<file path="src/rtl/nbe_pkg.sv">
package nbe_pkg;
    typedef enum logic [1:0] {
        BUS_CMD,
        BUS_ADDR,
        BUS_READ
    } bus_kind_e;

    typedef enum logic [3:0] {
        ST_IDLE,
        ST_SETUP,
        ST_ADDR0,
        ST_ADDR1,
        ST_ADDR2,
        ST_CONFIRM,
        ST_GUARD,
        ST_POLL,
        ST_STAT_CMD,
        ST_STAT_RD,
        ST_RST_CMD,
        ST_RST_GUARD,
        ST_RST_POLL
    } seq_state_e;

    localparam logic [7:0] OP_ERASE_SETUP = 8'h60;
    localparam logic [7:0] OP_ERASE_GO    = 8'hD0;
    localparam logic [7:0] OP_STATUS      = 8'h70;
    localparam logic [7:0] OP_RESET       = 8'hFF;

    localparam int ROW_CYCLES = 3;
    localparam int ROW_W      = ROW_CYCLES * 8;
endpackage

</file>
<file path="src/rtl/nbe_timer.sv">
module nbe_timer #(
    parameter int LIMIT = 4
) (
    input  logic clk,
    input  logic rst_n,
    input  logic run_i,
    output logic expired_o
);
    localparam int CW = $clog2(LIMIT + 1);

    logic [CW-1:0] cnt_q;

    always_ff @(posedge clk or negedge rst_n) begin
        if (!rst_n) begin
            cnt_q <= '0;
        end else if (!run_i) begin
            cnt_q <= '0;
        end else if (cnt_q != CW'(LIMIT)) begin
            cnt_q <= cnt_q + 1'b1;
        end
    end

    assign expired_o = run_i && (cnt_q == CW'(LIMIT));
endmodule

</file>
<file path="src/rtl/nbe_bus_cycle.sv">
module nbe_bus_cycle
    import nbe_pkg::*;
#(
    parameter int LOW_CYC  = 2,
    parameter int HIGH_CYC = 2
) (
    input  logic       clk,
    input  logic       rst_n,
    input  logic       req_i,
    input  bus_kind_e  kind_i,
    input  logic [7:0] wdata_i,
    output logic       done_o,
    output logic       sample_o,
    output logic       cle_o,
    output logic       ale_o,
    output logic       we_n_o,
    output logic       re_n_o,
    output logic [7:0] dq_o,
    output logic       dq_oe_o
);
    localparam int MAXC = (LOW_CYC > HIGH_CYC) ? LOW_CYC : HIGH_CYC;
    localparam int CW   = $clog2(MAXC + 1);

    typedef enum logic [1:0] {P_IDLE, P_LOW, P_HIGH} phase_e;

    phase_e        phase_q, phase_d;
    logic [CW-1:0] cnt_q, cnt_d;
    bus_kind_e     kind_q;
    logic [7:0]    data_q;
    logic          low_last, high_last;

    assign low_last  = (phase_q == P_LOW)  && (cnt_q == CW'(LOW_CYC - 1));
    assign high_last = (phase_q == P_HIGH) && (cnt_q == CW'(HIGH_CYC - 1));

    always_comb begin
        phase_d = phase_q;
        cnt_d   = cnt_q + 1'b1;
        unique case (phase_q)
            P_IDLE: begin
                cnt_d = '0;
                if (req_i) phase_d = P_LOW;
            end
            P_LOW: begin
                if (low_last) begin
                    phase_d = P_HIGH;
                    cnt_d   = '0;
                end
            end
            P_HIGH: begin
                if (high_last) begin
                    phase_d = P_IDLE;
                    cnt_d   = '0;
                end
            end
            default: begin
                phase_d = P_IDLE;
                cnt_d   = '0;
            end
        endcase
    end

    always_ff @(posedge clk or negedge rst_n) begin
        if (!rst_n) begin
            phase_q <= P_IDLE;
            cnt_q   <= '0;
            kind_q  <= BUS_CMD;
            data_q  <= '0;
        end else begin
            phase_q <= phase_d;
            cnt_q   <= cnt_d;
            if (phase_q == P_IDLE && req_i) begin
                kind_q <= kind_i;
                data_q <= wdata_i;
            end
        end
    end

    always_comb begin
        done_o   = high_last;
        sample_o = low_last && (kind_q == BUS_READ);
        cle_o    = (phase_q != P_IDLE) && (kind_q == BUS_CMD);
        ale_o    = (phase_q != P_IDLE) && (kind_q == BUS_ADDR);
        we_n_o   = !((phase_q == P_LOW) && (kind_q != BUS_READ));
        re_n_o   = !((phase_q == P_LOW) && (kind_q == BUS_READ));
        dq_oe_o  = (phase_q != P_IDLE) && (kind_q != BUS_READ);
        dq_o     = dq_oe_o ? data_q : 8'h00;
    end


    cle_ale_excl_chk: assert property (@(posedge clk) disable iff (!rst_n)
        !(cle_o && ale_o));


    strobe_hold_chk: assert property (@(posedge clk) disable iff (!rst_n)
        (phase_q == P_HIGH) |-> ($stable(dq_o) && $stable(cle_o) && $stable(ale_o)));
endmodule

</file>
<file path="src/rtl/nand_erase_seq.sv">
module nand_erase_seq
    import nbe_pkg::*;
#(
    parameter int BLK_W          = 12,
    parameter int IGN_BITS       = 5,
    parameter int WE_LOW_CYC     = 2,
    parameter int WE_HIGH_CYC    = 2,
    parameter int RB_GUARD_CYC   = 4,
    parameter int BUSY_LIMIT_CYC = 500000
) (
    input  logic             clk,
    input  logic             rst_n,
    input  logic             start_i,
    input  logic [BLK_W-1:0] blk_addr_i,
    input  logic             flash_reset_i,
    output logic             nand_ce_n_o,
    output logic             nand_cle_o,
    output logic             nand_ale_o,
    output logic             nand_we_n_o,
    output logic             nand_re_n_o,
    output logic [7:0]       nand_dq_o,
    output logic             nand_dq_oe_o,
    input  logic [7:0]       nand_dq_i,
    input  logic             nand_rb_i,
    output logic             busy_o,
    output logic             done_o,
    output logic             fail_o,
    output logic             timeout_o
);
    localparam int PAD_W = ROW_W - BLK_W - IGN_BITS;

    seq_state_e       state_q, state_d;
    logic [BLK_W-1:0] blk_q;
    logic [ROW_W-1:0] row_vec;
    logic [1:0]       rb_sync_q;
    logic             rb_s;
    logic             stat_bit_q;
    logic             done_q, fail_q, tout_q;

    logic       bus_req, bus_done, bus_sample;
    bus_kind_e  bus_kind;
    logic [7:0] bus_wdata;
    logic       guard_run, guard_exp, wait_run, wait_exp;

    assign row_vec = {{PAD_W{1'b0}}, blk_q, {IGN_BITS{1'b0}}};
    assign rb_s    = rb_sync_q[1];

    nbe_bus_cycle #(
        .LOW_CYC  (WE_LOW_CYC),
        .HIGH_CYC (WE_HIGH_CYC)
    ) u_bus (
        .clk      (clk),
        .rst_n    (rst_n),
        .req_i    (bus_req),
        .kind_i   (bus_kind),
        .wdata_i  (bus_wdata),
        .done_o   (bus_done),
        .sample_o (bus_sample),
        .cle_o    (nand_cle_o),
        .ale_o    (nand_ale_o),
        .we_n_o   (nand_we_n_o),
        .re_n_o   (nand_re_n_o),
        .dq_o     (nand_dq_o),
        .dq_oe_o  (nand_dq_oe_o)
    );

    assign guard_run = (state_q == ST_GUARD) || (state_q == ST_RST_GUARD);
    assign wait_run  = (state_q == ST_POLL)  || (state_q == ST_RST_POLL);

    nbe_timer #(.LIMIT(RB_GUARD_CYC)) u_guard (
        .clk       (clk),
        .rst_n     (rst_n),
        .run_i     (guard_run),
        .expired_o (guard_exp)
    );

    nbe_timer #(.LIMIT(BUSY_LIMIT_CYC)) u_wait (
        .clk       (clk),
        .rst_n     (rst_n),
        .run_i     (wait_run),
        .expired_o (wait_exp)
    );

    // Bus request selection per state
    always_comb begin
        bus_req   = 1'b0;
        bus_kind  = BUS_CMD;
        bus_wdata = 8'h00;
        unique case (state_q)
            ST_SETUP:    begin bus_req = 1'b1; bus_wdata = OP_ERASE_SETUP; end
            ST_ADDR0:    begin bus_req = 1'b1; bus_kind = BUS_ADDR; bus_wdata = row_vec[7:0];   end
            ST_ADDR1:    begin bus_req = 1'b1; bus_kind = BUS_ADDR; bus_wdata = row_vec[15:8];  end
            ST_ADDR2:    begin bus_req = 1'b1; bus_kind = BUS_ADDR; bus_wdata = row_vec[23:16]; end
            ST_CONFIRM:  begin bus_req = 1'b1; bus_wdata = OP_ERASE_GO; end
            ST_STAT_CMD: begin bus_req = 1'b1; bus_wdata = OP_STATUS; end
            ST_STAT_RD:  begin bus_req = 1'b1; bus_kind = BUS_READ; end
            ST_RST_CMD:  begin bus_req = 1'b1; bus_wdata = OP_RESET; end
            default:     bus_req = 1'b0;
        endcase
    end

    // Next-state logic
    always_comb begin
        state_d = state_q;
        unique case (state_q)
            ST_IDLE: begin
                if (flash_reset_i)  state_d = ST_RST_CMD;
                else if (start_i)   state_d = ST_SETUP;
            end
            ST_SETUP:     if (bus_done)  state_d = ST_ADDR0;
            ST_ADDR0:     if (bus_done)  state_d = ST_ADDR1;
            ST_ADDR1:     if (bus_done)  state_d = ST_ADDR2;
            ST_ADDR2:     if (bus_done)  state_d = ST_CONFIRM;
            ST_CONFIRM:   if (bus_done)  state_d = ST_GUARD;
            ST_GUARD:     if (guard_exp) state_d = ST_POLL;
            ST_POLL: begin
                if (rb_s)          state_d = ST_STAT_CMD;
                else if (wait_exp) state_d = ST_IDLE;
            end
            ST_STAT_CMD:  if (bus_done)  state_d = ST_STAT_RD;
            ST_STAT_RD:   if (bus_done)  state_d = ST_IDLE;
            ST_RST_CMD:   if (bus_done)  state_d = ST_RST_GUARD;
            ST_RST_GUARD: if (guard_exp) state_d = ST_RST_POLL;
            ST_RST_POLL: begin
                if (rb_s || wait_exp) state_d = ST_IDLE;
            end
            default: state_d = ST_IDLE;
        endcase
    end

    // State register
    always_ff @(posedge clk or negedge rst_n) begin
        if (!rst_n) begin
            state_q   <= ST_IDLE;
            blk_q     <= '0;
            rb_sync_q <= 2'b11;
        end else begin
            state_q   <= state_d;
            rb_sync_q <= {rb_sync_q[0], nand_rb_i};
            if (state_q == ST_IDLE && start_i && !flash_reset_i) begin
                blk_q <= blk_addr_i;
            end
        end
    end

    // Output register
    always_ff @(posedge clk or negedge rst_n) begin
        if (!rst_n) begin
            stat_bit_q <= 1'b0;
            done_q     <= 1'b0;
            fail_q     <= 1'b0;
            tout_q     <= 1'b0;
        end else begin
            if (bus_sample) stat_bit_q <= nand_dq_i[0];
            done_q <= ((state_q == ST_STAT_RD) && bus_done)
                   || ((state_q == ST_RST_POLL) && rb_s);
            fail_q <= (state_q == ST_STAT_RD) && bus_done && stat_bit_q;
            tout_q <= wait_run && !rb_s && wait_exp;
        end
    end

    assign nand_ce_n_o = (state_q == ST_IDLE);
    assign busy_o      = (state_q != ST_IDLE);
    assign done_o      = done_q;
    assign fail_o      = fail_q;
    assign timeout_o   = tout_q;


    ce_on_strobe_chk: assert property (@(posedge clk) disable iff (!rst_n)
        (!nand_we_n_o || !nand_re_n_o) |-> !nand_ce_n_o);


    done_single_chk: assert property (@(posedge clk) disable iff (!rst_n)
        done_o |=> !done_o);


    fail_with_done_chk: assert property (@(posedge clk) disable iff (!rst_n)
        fail_o |-> done_o);


    timeout_exit_chk: assert property (@(posedge clk) disable iff (!rst_n)
        timeout_o |-> (!busy_o && !done_o));


    blk_hold_chk: assert property (@(posedge clk) disable iff (!rst_n)
        (busy_o && $past(busy_o)) |-> $stable(blk_q));


    last_addr_chk: assert property (@(posedge clk) disable iff (!rst_n)
        ((state_q == ST_ADDR2) && nand_ale_o) |-> (nand_dq_o[7:1] == 7'd0));
endmodule

</file>
<file path="config.mk">
export PLATFORM = sky130hd
export DESIGN_NAME = nand_erase_seq
export DESIGN_NICKNAME = d
export VERILOG_FILES = /design/src/rtl/nbe_pkg.sv /design/src/rtl/nbe_timer.sv /design/src/rtl/nbe_bus_cycle.sv /design/src/rtl/nand_erase_seq.sv
export SDC_FILE = /design/constraint.sdc
export NUM_CORES = 1
export LEC_CHECK = 0
export CAP_MARGIN = 20
export CORE_ASPECT_RATIO = 0.5
export CORE_MARGIN = 8
export CORE_UTILIZATION = 53
export CTS_BUF_LIST = sky130_fd_sc_hd__clkbuf_4
export DETAILED_ROUTE_END_ITERATION = 8
export PLACE_DENSITY = 0.75
export SLEW_MARGIN = 20
export SYNTH_ARGS = -nofsm -noshare
export SYNTH_HDL_FRONTEND = slang
export SYNTH_HIERARCHICAL = 1
export SYNTH_SLANG_ARGS = --single-unit
export TNS_END_PERCENT = 100
</file>
<file path="constraint.sdc">
create_clock -name clk -period 4.9 [get_ports clk]
set_input_delay 0.98 -clock clk [delete_from_list [all_inputs] [get_ports clk]]
set_output_delay 0.98 -clock clk [all_outputs]
set_load 0.02 [all_outputs]
</file>
# == Word-level counts from Yosys, hierarchy flattened ==
# Cells that the tools add are included.
# classes
n_addsub,3
n_eq_ne,40
n_mux,31
reduce_logical,35
# ops
operator,n
4-bit 2-to-1 mux,15
8-bit case mux with 7 select lines,1
4-bit case mux with 13 select lines,1
19-bit 2-to-1 mux,2
2-bit inequality test (second input constant),15
4-bit == test (second input constant),5
19-bit by 1-bit adder with 19-bit output (second input constant),1
19-bit == test (second input constant),1
19-bit inequality test (second input constant),1
1-bit logical AND,18
4-bit by 3-bit == test with 1-bit output (second input constant),4
13-bit AND reduction,1
2-bit 2-to-1 mux,5
3-bit inequality test (second input constant),3
4-bit by 2-bit == test with 1-bit output (second input constant),2
8-bit 2-to-1 mux,1
2-bit case mux with 2 select lines,2
8-bit OR reduction,1
2-bit by 1-bit == test with 1-bit output (second input constant),3
3-bit 2-to-1 mux,2
2-bit case mux with 3 select lines,1
2-bit == test (second input constant),2
4-bit by 1-bit == test with 1-bit output (second input constant),1
1-bit zero test,4
other kinds (12),17
# word_totals
ff_bits,58
in_bits,25
out_inout_bits,18
wordCells,122

# == Logic depth before layout (Yosys ltp) ==
# Gate-level depths: netlist of the first run.
# logic_depth
ltp_word,6
ltp_mapped,11
ltp_nobuf,9

# == Modules after synthesis ==
# Netlist of the first run, hierarchy kept.
# by_module_without_submodules
module,instances,cells_each,area_each_um2,seq_area_each_um2
nand_erase_seq,1,131,1305.0,553.0
nbe_timer at u_wait,1,110,1047.3,475.5
nbe_bus_cycle,1,60,724.4,350.3
nbe_timer at u_guard,1,18,170.2,75.1

# == Least setup slack after synthesis of the first run ==
# Ideal clock, no wire load.
# synth_timing
path_type,flip-flop to flip-flop
startpoint,register state_q[2]
endpoint,register state_q[3]
setup_time_ns,0.125
arrival_time_ns,2.288
required_ns,4.775
setup_slack_ns,2.487
stages_incl_launch_ff,11
n_path_buf,1
period_less_slack_ns,2.413
path_cell_list,dfrtp_1 -> clkbuf_1 -> nor3b_1 -> a21oi_1 -> nor2b_1 -> and3_2 -> nor4b_1 -> o21ai_0 -> nand3_2 -> or2_4 -> mux2_4
# synth_via
word_cells_on_any_way,33
cone_classes,eq/ne: 25; mux: 1; reduce/logical: 7
# synth_lines
element,line,source
from (decl),nand_erase_seq.sv:32,"seq_state_e state_q, state_d;"
from (signal assigned),nand_erase_seq.sv:138,state_q <= state_d;
4-bit by 3-bit == test with 1-bit output / 4-bit == test (equally long branches),nand_erase_seq.sv:67,assign guard_run = (state_q == ST_GUARD) || (state_q == ST_RST_GUARD);
1-bit logical OR (*),nand_erase_seq.sv:67,
via guard_run,nand_erase_seq.sv:43,"logic guard_run, guard_exp, wait_run, wait_exp;"
1-bit logical AND (*),nbe_timer.sv:23,assign expired_o = run_i && (cnt_q == CW'(LIMIT));
via guard_exp,nand_erase_seq.sv:43,
2-bit inequality test (no line),-,
13-bit AND reduction (no line) (*),-,
# Mark *: on every way through the listed nets, which the timed path passes. The rest lies on a longest branch.
# A chain may end at the register's enable or synchronous reset.

# == Worst setup path in the final report of the first run ==
# layout_timing
startpoint,register state_q[1]
endpoint,output port nand_ce_n_o
# layout_via
elab_chain_len,1
# layout_rtl
element,line,source
4-bit zero test,nand_erase_seq.sv:162,assign nand_ce_n_o = (state_q == ST_IDLE);
to (decl),nand_erase_seq.sv:16,"output logic nand_ce_n_o,"
# No other way between the ends.

==> impl_metrics.py, run 1 <==
metrics = {
    "floorplanning": {
        "die_x_microns": 126.7,
        "rows": 20,
        "chipHeight_microns": 71.35,
        "initial_core_util": 0.5406,
        "fp.dieArea_sq_mm": 0.009039,
        "pin_count": 43,
        "coreArea_sq_mm": 0.006006,
    },
    "detailed_routing": {
        "wl_microns": 6692,
        "drc_errors": 0,
        "avgRoutedWirePerCell_microns": 15.42,
        "vias": 2431,
        "first_pass_iters": 4,
        "drtIter0Drc": 237,
        "vias_per_cell": 5.601,
        "ant_nets": 0,
    },
    "timing": {
        "min_period_ns": 3.336,
        "rsz0062_at_grt": "false",
        "fin_crit_sh": 0.6808,
        "tns_ns": 0,
        "hold_viol_final": 0,
        "slew_viol_final": 0,
        "setup_violations": 0,
        "max_slew_margin": 0.4172,
        "worstMarginPinSlew_ns": 0.8742,
        "fin_skew_ns": 0.005881,
        "fmax_ghz": 0.2998,
        "hold_ws_ns": 0.3746,
    },
    "final_layout": {
        "fin_area_sq_mm": 0.003751,
        "layout_common_cells": "dfrtp_1 (56), clkdlybuf4s50_1 (34), mux2_2 (25), nand2_1 (23), a21oi_1 (21)",
        "diodes": 0,
        "area_growth_pct": 15.53,
        "nets": 386,
        "layout_commonest_cell": "dfrtp_1",
        "drive_gt1_frac": 0.1681,
        "nFillCells": 483,
        "multiInputGateArea_sq_mm": 0.001659,
        "final_cells": 434,
        "seqCellArea_sq_mm": 0.001454,
    },
    "synthesis": {
        "synth_area_leaders": "dfrtp_1 (43%), mux2_2 (8.7%), ha_1 (3.5%)",
        "syn_avg_cell_area_sq_um": 10.18,
        "synth_flop_cell": "dfrtp_1",
        "synth.yosys.warnings": 6,
        "synth_cells": 319,
        "synth_edf_count": 0,
        "netlist_area_sq_mm": 0.003247,
        "netlist.area_leader.share": 0.4316,
        "async_reset_ff_frac": 1.000,
        "yosysTopAreaCell": "dfrtp_1",
        "ys_seq_elements": 58,
        "ys_seq_area_frac": 0.4478,
        "syn-num-nets": 353,
        "post_synth_num_cell_types": 57,
    },
    "critical_path": {
        "critPathSlowestCell": "dfrtp_1",
        "critPathRequiredTime_ns": 3.92,
        "crit_type": "reg -> out",
        "cp_data_arrival_time_ns": 2.36,
        "slowest_delay_ns": 0.71,
        "crit_path_end_kind": "output pin",
        "start_kind": "flip-flop",
        "cp_cell_sequence": "nor4_4 > clkdlybuf4s50_1",
        "worstPathMaxFanout": 26,
    },
    "clocking": {
        "clock_latency_ns": 0.41,
        "cts_htree_levels": 3,
        "cts.clk_slew.worst_paths_ns": 0.10,
        "cts_tree": "built",
        "numCtsBuffers": 9,
        "cts_resized": 0,
        "cts_root_buf": "clkbuf_4",
        "clock_sinks": 58,
        "post_cts_buffers": 0,
        "cts_hold_buffers": 0,
        "cts.path.max_buffers": 2,
    },
    "power_and_ir_drop": {
        "p_leak_uw": 0.001601,
        "peakVddDrop_mv": 0.3209,
        "powerDensity_mw_per_mm2": 505.9,
        "total_power_uw": 1898,
    },
    "run_status": {
        "status": "finished, final reports clean",
    },
    "global_routing": {
        "grt_pass1_vias": 2466,
        "grt_overflow": 0,
        "grt_max_degree": 45,
        "antenna_found_initial": 0,
        "grt_pass1_wl_microns": 11750,
        "track_usage": 0.1623,
    },
    "placed_design": {
        "gp_congestion": 0.8352,
        "io_buffers": 35,
        "placedCellCount": 418,
        "place_area_sq_mm": 0.003618,
        "hpwl_microns": 4730,
    },
    "job": {
        "drv_cap": 0,
    },
    "min_path": {
        "hold_path.class": "reg -> reg",
    },
}
[final cells by class]
cell class	instances	share of cell area
timing repair buffer	36	0.09406
tap	77	0.02568
sequential	58	0.3876
clock inverter	6	0.01534
inverter	15	0.01501
clock buffer	10	0.02001
multi-input combinational	232	0.4423
[metrics by stage]
stage               utilization  worst slack [ns]
floorplan                     -             2.487
global placement         0.6025             2.059
detailed placement       0.6025             2.034
CTS                      0.6246             1.553
global route             0.6246             1.414
finish                   0.6246             1.564
[worst max-delay path: cells and delay by family (launching register included)]
kind / cells / cell delay (ns)
buf+inv: 1 / 0.68
simple gates: 1 / 0.54
flops: 1 / 0.71
[worst paths after layout]
path | startpoint | endpoint | slack, ns | cells after the start
setup / recovery | state_q[1]$_DFFE_PN0P_ | nand_ce_n_o | 1.56 | 2
hold / removal | rb_sync_q[0]$_DFF_PN1_ | rb_sync_q[1]$_DFF_PN1_ | 0.37 | 0
setup reg to reg | state_q[2]$_DFFE_PN0P_ | state_q[3]$_DFFE_PN0P_ | 2.03 | 9
min in group asynchronous | rst_n | u_wait/cnt_q[18]$_DFFE_PN0P_ | 0.44 | 1
hold reg to reg | rb_sync_q[0]$_DFF_PN1_ | rb_sync_q[1]$_DFF_PN1_ | 0.37 | 0
max in group asynchronous | rst_n | u_guard/cnt_q[2]$_DFFE_PN0P_ | 3.60 | 2
[synth_stat cells, drive strengths merged (4+ instances only)]
| master | instances |
|---|---|
| a21oi | 21 |
| and2 | 10 |
| and3 | 6 |
| buf | 7 |
| clkbuf | 7 |
| dfrtp | 56 |
| ha | 9 |
| inv | 15 |
| mux2 | 26 |
| mux2i | 4 |
| nand2 | 24 |
| nand2b | 8 |
| nand3 | 14 |
| nand4 | 5 |
| nor2 | 19 |
| nor2b | 8 |
| nor3 | 6 |
| nor3b | 6 |
| o21ai | 12 |
| o31ai | 6 |
| or4 | 4 |
| xor2 | 9 |
[sequential cells by signal, summed over array words and instances, names as in the netlist]
register / count
blk_q: 12
done_o: 1
state_q: 4
u_bus/data_q: 8
u_guard/cnt_q: 3
rb_sync_q: 2
timeout_o: 1
u_wait/cnt_q: 19
u_bus/phase_q: 2
stat_bit_q: 1
fail_o: 1
u_bus/kind_q: 2
u_bus/cnt_q: 2
[where the power goes]
group          leakage, uW  switching (uW)  internal, uW
logic             0.000762             392           411
clock network    0.0000759             182           158
registers         0.000763             164           592
[metal layers]
layer | share of wire | GRT usage | vias to the layer above
met5 | 0 | 0 | -
li1 | - | - | 1190
met2 | 0.49 | 0.2682 | 56
met3 | 0.058 | 0.06810 | 9
met4 | 0.011 | 0.05359 | 0
met1 | 0.44 | 0.1885 | 1176
[logic make-up (layout without fill, tap and decap cells)]
group	Yosys count	in the layout	synth area share
AOI/OAI and AO/OA	54	54	0.1083
adders and majority gates	9	9	0.03468
buffers and inverters	29	67	0.04123
and+or+nand+nor	128	128	0.2347
DFF	58	58	0.4478
xor gates and xnor gates	11	11	0.02967
muxes	30	30	0.1037
No activity file was read; power rests on OpenSTA's default activity.
==> run 2: changes to the inputs <==
--- a/config.mk
+++ b/config.mk
@@ -8,10 +8,10 @@
 export CAP_MARGIN = 20
 export CORE_ASPECT_RATIO = 0.5
 export CORE_MARGIN = 8
-export CORE_UTILIZATION = 53
+export CORE_UTILIZATION = 52
 export CTS_BUF_LIST = sky130_fd_sc_hd__clkbuf_4
 export DETAILED_ROUTE_END_ITERATION = 8
-export PLACE_DENSITY = 0.75
+export PLACE_DENSITY = 0.77
 export SLEW_MARGIN = 20
 export SYNTH_ARGS = -nofsm -noshare
 export SYNTH_HDL_FRONTEND = slang
==> constraint.sdc (replaced) <==
create_clock -name clk -period 2.9 [get_ports clk]
set_input_delay 0.58 -clock clk [delete_from_list [all_inputs] [get_ports clk]]
set_output_delay 0.58 -clock clk [all_outputs]
set_load 0.02 [all_outputs]
==> run 2 against run 1 <==
Non-clock buffer count up 5. Largest power group unchanged. Utilization is 0.31 points higher. Flip-flop and latch count unchanged. Power rose by 71%. Cell count is 3.5% higher. Count of clock-buffer cells in the layout unchanged.
==> impl_metrics.py, run 2 (synthesis results as in run 1) <==
metrics = {
    "run_status": {
        "status": "finished, final reports clean",
    },
    "global_routing": {
        "grt_pass1_vias": 2476,
        "grt_max_degree": 59,
        "track_usage": 0.1566,
        "grt_overflow": 0,
        "grt_pass1_wl_microns": 11390,
        "antenna_found_initial": 0,
    },
    "detailed_routing": {
        "ant_nets": 0,
        "wl_microns": 6732,
        "first_pass_iters": 5,
        "vias_per_cell": 5.445,
        "avgRoutedWirePerCell_microns": 14.99,
        "drc_errors": 0,
        "vias": 2445,
        "drtIter0Drc": 184,
    },
    "critical_path": {
        "worstReg2RegStart": "state_q[0]$_DFFE_PN0P_",
        "reg2regPathDepth": 9,
        "worstPathBufferInverterCount": 2,
        "critPathRequiredTime_ns": 2.32,
        "slowest_delay_ns": 0.60,
        "crit_family": "buffers and inverters",
        "critPathSlowestCell": "clkdlybuf4s50_1",
        "cp_cell_sequence": "inv_1 > ha_1 > nor2_4 > and2_1 > clkdlybuf4s50_1",
        "worstPathMaxFanout": 9,
        "ff2ff_setup_slack_ns": 0.34,
        "start_kind": "flip-flop",
        "crit_path_end_kind": "output pin",
        "r2r-end": "state_q[3]$_DFFE_PN0P_",
        "crit_type": "reg -> out",
        "cp_data_arrival_time_ns": 2.17,
    },
    "placed_design": {
        "placement.setup.worst_slack_ns": 0.4020,
        "gp_congestion": 0.8767,
        "hpwl_microns": 4875,
        "io_buffers": 35,
    },
    "final_layout": {
        "drive_gt1_frac": 0.1690,
        "layout_commonest_cell": "dfrtp_1",
        "seqCellArea_sq_mm": 0.001454,
        "diodes": 0,
        "top_register": "u_wait/cnt_q",
        "largest_registers": "u_wait/cnt_q (19), blk_q (12), u_bus/data_q (8)",
        "multiInputGateArea_sq_mm": 0.001664,
        "area_growth_pct": 17.07,
        "nets": 391,
        "layout_common_cells": "dfrtp_1 (56), clkdlybuf4s50_1 (32), mux2_2 (25), nand2_1 (23), a21oi_1 (21)",
        "largest_reg_flops": 19,
        "nFillCells": 534,
    },
    "timing": {
        "fin_crit_sh": 0.9491,
        "tns_ns": 0,
        "slew_viol_final": 0,
        "rsz0062_at_grt": "false",
        "fmax_ghz": 0.3633,
        "hold_viol_final": 0,
        "min_period_ns": 2.752,
        "setup_violations": 0,
        "fin_skew_ns": 0.01586,
        "max_slew_margin": 0.5148,
        "worstMarginPinSlew_ns": 0.7278,
        "setup_ws_ns": 0.1475,
    },
    "clocking": {
        "post_cts_buffers": 0,
        "cts.clk_slew.worst_paths_ns": 0.10,
        "cts_htree_levels": 3,
        "clock_latency_ns": 0.41,
        "cts_hold_buffers": 0,
        "cts_root_buf": "clkbuf_4",
        "cts.path.max_buffers": 2,
        "numCtsBuffers": 9,
        "cts_tree": "built",
        "clock_sinks": 58,
    },
    "power_and_ir_drop": {
        "powerDensity_mw_per_mm2": 855.3,
        "p_leak_uw": 0.001653,
        "peakVddDrop_mv": 0.5363,
    },
    "job": {
        "drv_cap": 0,
    },
    "min_path": {
        "hold_path.class": "in -> async",
    },
    "floorplanning": {
        "pin_count": 43,
        "fp.dieArea_sq_mm": 0.009182,
        "rows": 20,
        "die_x_microns": 127.8,
        "chipHeight_microns": 71.88,
        "coreArea_sq_mm": 0.006056,
        "initial_core_util": 0.5362,
    },
}
run 2: what timing repair did:
action,in CTS,in global routing
hold endpoints to repair,0,0
endpoints found under the setup margin,0,9
gates resized for setup,0,3
run 2: stage by stage:
stage	area (sq um)	utilization	hold slack, ns	total power [uW]	std cells
global route	3801	0.6277	0.3257	3474	449
floorplan	3247	-	0.2844	2277	319
detailed placement	3670	0.6060	0.3479	2711	434
global placement	3670	0.6060	0.3489	2640	434
finish	3801	0.6277	0.2851	3251	449
CTS	3791	0.6260	0.3062	3273	449
run 2: layout make-up:
class,instances,share of cell area
Clock buffer,10,0.01975
Clock inverter,5,0.01218
Inverter,15,0.01481
Multi-Input combinational cell,232,0.4378
Sequential cell,58,0.3825
Tap cell,88,0.02897
Timing Repair Buffer,41,0.1040
run 2: worst max path at each step:
stage	start	end	slack, ns	cells after the start
final	u_bus/phase_q[0]$_DFFE_PN0P_	nand_dq_o[0]	0.15	5
after global routing	u_bus/phase_q[0]$_DFFE_PN0P_	nand_dq_o[2]	0.03	5
after CTS	u_bus/phase_q[0]$_DFFE_PN0P_	nand_dq_o[3]	0.006	5
after detailed placement	state_q[0]$_DFFE_PN0P_	state_q[3]$_DFFE_PN0P_	0.40	9
after global placement	state_q[0]$_DFFE_PN0P_	state_q[3]$_DFFE_PN0P_	0.45	9
after floorplan	state_q[2]$_DFFE_PN0P_	state_q[3]$_DFFE_PN0P_	0.49	10
run 2: metal layers:
layer,wire length (microns),global-route usage,vias to the layer above,part of all wire
met5,0,0,-,0
met3,358,0.07328,5,0.053
met1,2893,0.1744,1193,0.43
met4,34,0.03916,0,0.0051
li1,-,-,1200,-
met2,3445,0.2672,47,0.51
run 2: where the power goes:
| part | switching [uW] | internal (uW) |
|---|---|---|
| logic | 768 | 734 |
| clock network | 289 | 258 |
| registers | 200 | 1000 |
| total | 1260 | 1990 |
run 2: worst register-to-register path, delay by kind of cell (launching register included):
kind / cells / cell delay [ns]
flops: 1 / 0.63
compound gates: 2 / 0.27
mux: 1 / 0.30
simple gates: 6 / 1.26
